File: src/rtl/flow_pkg.sv
package flow_pkg;

  localparam int OPC_W = 8;

  // call opcodes share this 5-bit head; bit 2 of the opcode marks conditional
  localparam logic [4:0] CALL_HEAD = 5'b11000;
  localparam logic [7:0] RET_OPC   = 8'b10101100;

  typedef enum logic [1:0] {
    CC_ZERO    = 2'b00,
    CC_NZERO   = 2'b01,
    CC_CARRY   = 2'b10,
    CC_NCARRY  = 2'b11
  } cond_e;

  typedef struct packed {
    logic  is_call;
    logic  is_cond;
    cond_e cond;
    logic  is_ret;
  } dec_t;

endpackage

File: src/rtl/flow_decode.sv
module flow_decode
  import flow_pkg::*;
#(
  parameter int PC_W = 10,
  localparam int IW  = OPC_W + PC_W
) (
  input  logic [IW-1:0]   instr,
  input  logic            valid,
  input  logic            zf,
  input  logic            cf,
  output logic            take_call,
  output logic            take_ret,
  output logic [PC_W-1:0] target
);

  logic [OPC_W-1:0] opc;
  dec_t             dec;
  logic             cond_ok;

  assign opc    = instr[IW-1:PC_W];
  assign target = instr[PC_W-1:0];

  always_comb begin
    dec.is_call = (opc[7:3] == CALL_HEAD) && (opc[2] || (opc[1:0] == 2'b00));
    dec.is_cond = opc[2];
    dec.cond    = cond_e'(opc[1:0]);
    dec.is_ret  = (opc == RET_OPC);
  end

  always_comb begin
    unique case (dec.cond)
      CC_ZERO:   cond_ok = zf;
      CC_NZERO:  cond_ok = !zf;
      CC_CARRY:  cond_ok = cf;
      CC_NCARRY: cond_ok = !cf;
      default:   cond_ok = 1'b0;
    endcase
  end

  assign take_call = valid && dec.is_call && (!dec.is_cond || cond_ok);
  assign take_ret  = valid && dec.is_ret;

endmodule

File: src/rtl/flow_stack.sv
module flow_stack #(
  parameter int PC_W  = 10,
  parameter int DEPTH = 4,
  localparam int SP_W  = $clog2(DEPTH + 1),
  localparam int IDX_W = (DEPTH > 1) ? $clog2(DEPTH) : 1
) (
  input  logic            clk,
  input  logic            rst,
  input  logic            push,
  input  logic            pop,
  input  logic [PC_W-1:0] push_data,
  output logic [PC_W-1:0] ret_addr,
  output logic            ovf
);

  logic [SP_W-1:0]  sp;
  logic             full;
  logic             empty;
  logic [IDX_W-1:0] wr_idx;
  logic [IDX_W-1:0] rd_idx;
  logic [PC_W-1:0]  mem [DEPTH];

  assign full   = (sp == SP_W'(DEPTH));
  assign empty  = (sp == '0);
  assign wr_idx = IDX_W'(sp);
  assign rd_idx = IDX_W'(sp - SP_W'(1));

  // storage has no reset so it maps to distributed RAM
  always_ff @(posedge clk) begin
    if (push && !full) begin
      mem[wr_idx] <= push_data;
    end
  end

  always_ff @(posedge clk) begin
    if (rst) begin
      sp  <= '0;
      ovf <= 1'b0;
    end else begin
      ovf <= push && full;
      if (push && !full) begin
        sp <= sp + SP_W'(1);
      end else if (pop && !empty) begin
        sp <= sp - SP_W'(1);
      end
    end
  end

  assign ret_addr = empty ? '0 : mem[rd_idx];

endmodule

File: src/rtl/flow_pc.sv
module flow_pc #(
  parameter int PC_W = 10
) (
  input  logic            clk,
  input  logic            rst,
  input  logic            load,
  input  logic [PC_W-1:0] load_addr,
  output logic [PC_W-1:0] pc,
  output logic            valid
);

  // valid marks the ROM word arriving in the next cycle as executable
  always_ff @(posedge clk) begin
    if (rst) begin
      pc    <= '0;
      valid <= 1'b0;
    end else if (load) begin
      pc    <= load_addr;
      valid <= 1'b0;
    end else begin
      pc    <= pc + PC_W'(1);
      valid <= 1'b1;
    end
  end

endmodule

File: src/rtl/mcu_flow_unit.sv
module mcu_flow_unit #(
  parameter int PC_W      = 10,
  parameter int STK_DEPTH = 4,
  localparam int IW       = flow_pkg::OPC_W + PC_W
) (
  input  logic            clk,
  input  logic            rst,
  output logic [PC_W-1:0] rom_addr,
  input  logic [IW-1:0]   rom_data,
  input  logic            flag_zero,
  input  logic            flag_carry,
  output logic [IW-1:0]   instr_out,
  output logic            exec_en,
  output logic            stack_ovf
);

  logic [PC_W-1:0] pc;
  logic            valid;
  logic            take_call;
  logic            take_ret;
  logic [PC_W-1:0] call_tgt;
  logic [PC_W-1:0] ret_tgt;
  logic            load;
  logic [PC_W-1:0] load_addr;

  flow_decode #(.PC_W(PC_W)) u_decode (
    .instr     (rom_data),
    .valid     (valid),
    .zf        (flag_zero),
    .cf        (flag_carry),
    .take_call (take_call),
    .take_ret  (take_ret),
    .target    (call_tgt)
  );

  // pc already holds the address after the executing word
  flow_stack #(.PC_W(PC_W), .DEPTH(STK_DEPTH)) u_stack (
    .clk       (clk),
    .rst       (rst),
    .push      (take_call),
    .pop       (take_ret),
    .push_data (pc),
    .ret_addr  (ret_tgt),
    .ovf       (stack_ovf)
  );

  assign load      = take_call || take_ret;
  assign load_addr = take_call ? call_tgt : ret_tgt;

  flow_pc #(.PC_W(PC_W)) u_pc (
    .clk       (clk),
    .rst       (rst),
    .load      (load),
    .load_addr (load_addr),
    .pc        (pc),
    .valid     (valid)
  );

  assign rom_addr  = pc;
  assign exec_en   = valid;
  assign instr_out = valid ? rom_data : '0;

endmodule

File: config.mk
export PLATFORM = sky130hd
export DESIGN_NAME = mcu_flow_unit
export DESIGN_NICKNAME = d
export VERILOG_FILES = /design/src/rtl/flow_pkg.sv /design/src/rtl/flow_decode.sv /design/src/rtl/flow_stack.sv /design/src/rtl/flow_pc.sv /design/src/rtl/mcu_flow_unit.sv
export SDC_FILE = /design/constraint.sdc
export NUM_CORES = 1
export LEC_CHECK = 0
export BUFFER_PORTS_ARGS = -buffer_cell sky130_fd_sc_hd__buf_2
export CAP_MARGIN = 20
export CELL_PAD_IN_SITES_DETAIL_PLACEMENT = 1
export CELL_PAD_IN_SITES_GLOBAL_PLACEMENT = 1
export CORE_UTILIZATION = 47
export DETAILED_ROUTE_END_ITERATION = 12
export MAX_ROUTING_LAYER = met4
export PLACE_DENSITY_LB_ADDON = 0.1
export SLEW_MARGIN = 10
export SYNTH_ARGS = -nofsm -noshare
export SYNTH_HDL_FRONTEND = slang
export SYNTH_SLANG_ARGS = --single-unit
File: constraint.sdc
create_clock -name clk -period 4.1 [get_ports clk]
set_input_delay 1.23 -clock clk [delete_from_list [all_inputs] [get_ports clk]]
set_output_delay 1.23 -clock clk [all_outputs]
set_load 0.03 [all_outputs]
Word-level counts from Yosys, hierarchy flattened. Memory sizes are Yosys's and may differ from the RTL's. Cells that the tools add are included.

Register bits: 15. Latch bits: 0. RAM bits: 40. Bits in read-only memories: 0. Input port bits: 22. Output and inout bits: 30. Logic and storage cells: 42. Memories: 1.

Add/subtract/negate cells: 3. Multiply operators: 0. Div/mod/pow operators: 0. $lt $le $gt $ge: 0. Equal/unequal tests: 6. Shift-type cells: 0. Muxes and demuxes: 10. Bitwise logic cells: 0. Reductions and logical operators: 18.

Memory list: u_stack.mem (depth 4, width 10, rd ports 1, clocked after Yosys merged registers in 0, wr ports 1, RTL line flow_stack.sv:21) `logic [PC_W-1:0] mem [DEPTH];`.

Operators with widths (count): 10-bit 2-to-1 mux (3); 18-bit 2-to-1 mux (1); 10-bit by 1-bit adder with 10-bit output, second input constant (1); 8-bit == test, second input constant (1); 1-bit logical AND (7); 3-bit 2-to-1 mux (2); 5-bit == test, second input constant (1); 1-bit logical NOT (5); 2-bit == test, second input constant (2); 1-bit one-hot mux with 4 select lines (1); 3-bit by 1-bit adder with 3-bit output, second input constant (1); 3-bit == test, second input constant (1); 3-bit logical NOT (1); 1-bit logical OR (3); 1-bit 2-to-1 mux (3); 3-bit by 1-bit subtractor with 3-bit output, second input constant (1); 2-bit by 1-bit == test with 1-bit output, second input constant (1); 2-bit logical NOT (1); 2-bit nonzero test (1).

Logic depth before layout (Yosys ltp).
Depth in word-level cells: 8. Gate-level depth with buffers: 8. Depth with buffers taken out: 7.

Hierarchy. From an unflattened synthesis, not the netlist that was laid out.

Cells, all modules: 214. Area total of the unflattened synthesis: 2790.2 um^2.

Modules (own cells, without submodules): flow_stack (instances 1, cells each 102, area an instance 1833.0 um^2, sequential area each 1281.2 um^2); flow_pc (instances 1, cells each 59, area an instance 516.7 um^2, sequential area each 220.2 um^2); mcu_flow_unit (instances 1, cells each 31, area an instance 281.5 um^2, sequential area each 0.0 um^2); flow_decode (instances 1, cells each 22, area an instance 158.9 um^2, sequential area each 0.0 um^2).

Worst setup path after synthesis. OpenSTA, ideal clock, no wires.

Kind: input to register. Start: in rom_data[11]. End: mem u_stack.mem[0][0], enable pin. Library setup time: 390 ps. Arrival: 2625 ps. Data required time: 3710 ps. Path slack: 1085 ps. Stages: 3. Path buffers: 0. Path through: mux2i_2 mux2_4 nor3_1.

Word-level cells in the longest chain between the ends: 8. Elaborated cells on any way between the ends: 13. Those cells by class: eq/ne: 3; mux: 3; reduce/logical: 7.

RTL lines: start: declaration (RTL line mcu_flow_unit.sv:9) `input logic [IW-1:0] rom_data,`; branches (longest 4 deep; another with 1-bit one-hot mux with 4 select lines); 1-bit logical AND * (RTL line flow_decode.sv:40) `assign take_call = valid && dec.is_call && (!dec.is_cond || cond_ok);`; 1-bit logical AND * (RTL line flow_stack.sv:30) `if (push && !full) begin`; 1-bit 2-to-1 mux * (RTL line flow_stack.sv:30); 1-bit 2-to-1 mux (not written as such) * (RTL line flow_stack.sv:31) `mem[wr_idx] <= push_data;`; end: declaration (RTL line flow_stack.sv:21).

Every way passes the cells marked *.

Worst setup path after layout.
Start: in rom_data[11]. End: mem u_stack.mem[1][1], enable pin.

Same word-level chain as after synthesis.

==> impl_results.md <==
* Max_slew headroom at 58.2%
* Initial Util at between 40% and 50%
* Routability cong. at roughly 0.78
* DP HPWL at ~4.4 mm
* Final hold vios at 0
* Critical Path Start: rom_data[11]
* Peak VDD IR at 0.000219 V
* Clock-pin slew on the worst setup and hold paths at approximately 0.09 ns
* Die Y at between 70 and 80 um
* Total gr overflow at 0
* Leakage power at ~1.2 nW
* WP data required at 4.05 ns
* Ys flop type: edfxtp_1
* Setup TNS at 0 ns
* Flops & latches, synth at 55
* CTS buffer count at 5
* Die area at about 0.0057 mm^2
* Syn nets at just over 200
* Setup Fix Bufs, Post-CTS at 0
* Setup WS post-layout at 1.13 ns
* Syn Inst Count at around 170
* First DRT Iteration DRCs at 156
* H-Tree Depth at 2
* Setup violators final at 0
* Hold Buf Count CTS at 0
* Fin util at 57.0%
* Yosys warns at 0
* Worst Skew at roughly 0.008 ns
* Reg2Reg Depth at 4
* Mapped Area at 0.00252 mm^2
* Pwr per Cell Area at 339 mW/mm^2
* Yosys top cell by area: edfxtp_1
* Worst-Margin Slew at 0.627 ns
* Final Power at ~0.99 mW
* GRT Overall Usage at approximately 25%
* RR Endpoint: u_stack.mem[1][1]
* Largest net degree at the start of global routing at 21
* CP top delay family: simple AND/OR/NAND/NOR gates
* First-pass iteration count of the detailed router at 4
* Tmin final at 2.97 ns
* Post-synthesis cell type count at 38
* CP arrival at slightly below 3 ns
* Syn Area/Cell at approximately 14 um^2
* Final-stage net count at 256
* CORE AREA at between 0.005 and 0.006 mm^2
* Vias in the first global route at between 1500 and 2000
* DR WL/cell at 20.9 um
* Row cnt at 26
* Post-synth EDFFs at 40
* Status: completed
* CP bufs+invs at 1
* Max-slew violation count at 0
* Reg2reg start: u_pc.valid
* Post-CTS sizing at 0
* Port bufs at 51
* Die width at around 75 um
* # Max-Cap Violations at 0
* Setup CP Type: in2reg
* Worst Setup EP: u_stack.mem[1][1]
* Fin crit share at 72.3%
* Worst min path class: reg2reg
* First-pass GRT wire length at 9.36 mm
* Asr flop ratio synth at 0%
* Critical path depth in cells at 5
* Post-DR vias/cell at slightly below 6
* Max Fanout on Critical Path at 16
* P&R area growth vs syn at 16.2%
* Clock latency at the later pin of the worst-skew pair at 0.31 ns
* ANT cells at 0
* Worst Hold Slack at around 0.56 ns
* Post-synthesis sequential area ratio at between 50% and 60%
* CTS tree: done
* Setup crit end kind: flop
* Setup crit start kind: primary input
* Cells along the critical path: buf_2 -> mux2i_2 -> mux2_4 -> nor2_4 -> and3_1
* Sink Count at 55
* Max stage delay on crit path at ~0.57 ns
* Slowest cell on crit path: and3_1
* Initial antenna violation count at 0
* I/O pin total at 52
* Clock Tree Root: clkbuf_8
* Post-route DRC at 0
* Final wirelength at between 6 and 7 mm
* Peak clock frequency supported by timing at 337 MHz
* Reg2Reg Setup Slack at roughly 1.5 ns
* Share of the synthesized area in the top cell type at 47.7%
* Clk buf depth at 2
* Pre-CTS WS at slightly below 0.8 ns
* Leading cell types by total area after synthesis: edfxtp_1, dfxtp_1, mux4_2
* RSZ-0062 raised after global routing: no
* Share of layout cells above drive strength 1 at between 30 and 40%
* Post-DRT Antenna Nets at 0
* Vias at 1736
routing by layer:
layer | track usage [%] | part of all wire [%] | vias up
met5 | - | 0 | -
met4 | 6.58 | 0.35 | 0
met3 | 4.42 | 5.1 | 2
met2 | 41.5 | 53 | 67
met1 | 31.4 | 42 | 878
li1 | - | - | 789
worst min-delay path by stage:
stage	start	to	slack [ns]	depth (start not counted)
after floorplan	u_stack.sp[1]	u_stack.sp[1]	0.49	2
after global placement	u_stack.sp[2]	u_stack.sp[2]	0.52	2
after detailed placement	u_stack.sp[2]	u_stack.sp[2]	0.54	2
after CTS	u_stack.sp[1]	u_stack.sp[1]	0.56	2
after global routing	u_pc.pc[9]	u_stack.mem[0][9]	0.58	0
final	u_stack.sp[1]	u_stack.sp[1]	0.56	2
synth_stat cells (2+ instances only):
cell type / n
mux4_2: 10
a31oi_1: 2
clkbuf_1: 2
and3_1: 6
dfxtp_1: 15
and2_1: 18
nand2_1: 2
xnor2_1: 9
o211ai_1: 2
nand3_1: 5
ha_1: 6
nor3_1: 2
a21oi_1: 2
buf_2: 3
nor2_1: 14
nand4_1: 3
and4_1: 2
edfxtp_1: 40
inv_1: 4
a222oi_1: 9
tightest hold or removal path: cells and delay by family (launching register included):
family          cells  cell delay, ns
compound gates      2            0.16
flops               1            0.35
where the power goes:
| part | switching, mW | total, mW | internal [mW] |
|---|---|---|---|
| clock network | 0.177 | 0.298 | 0.120 |
| registers | 0.0103 | 0.606 | 0.596 |
| logic | 0.0568 | 0.0885 | 0.0317 |
| total | 0.245 | 0.992 | 0.748 |
logic make-up after synthesis:
| family | count (synthesis) | share of synthesized area, % |
|---|---|---|
| buffers and inverters | 10 | 1.94 |
| muxes | 13 | 10.5 |
| AOI/OAI and AO/OA | 20 | 7.85 |
| and+or+nand+nor | 60 | 13.7 |
| DFF | 55 | 59.6 |
| adders and majority gates | 6 | 2.98 |
| xor gates and xnor gates | 10 | 3.48 |
state kept, by name, summed over array words and instances, names as in the netlist:
name         count
u_stack.mem     40
u_pc.pc         10
u_stack.sp       3
u_pc.valid       1
u_stack.ovf      1
placed cells by master (no fill, tap or decap), drive strengths merged, types with 3 or more instances in the layout:
cell	Yosys	routed
nand4	3	3
and3	6	6
ha	6	6
nor2	15	15
a222oi	9	9
xnor2	9	9
a21oi	3	3
edfxtp	40	40
dfxtp	15	15
buf	4	53
mux4	10	10
inv	4	4
and2	19	19
nand3	5	5
clkbuf	2	6
final cells by class:
cell class              instances  area (um^2)
repair buffers                 53          270
clock buffers                   6         72.6
multi-input cells             109          970
well taps                      70         87.6
fillers                       537         2210
clock inverters                 2         12.5
flip-flops and latches         55         1500
inverters                       4         15.0
per-stage QoR:
stage,cell area (um^2),instances
4_1_cts,2930,299
6_report,2930,299
3_3_place_gp,2840,291
3_5_place_dp,2840,291
2_1_floorplan,2520,174
5_1_grt,2930,299
No activity file was read; power rests on OpenSTA's default activity.
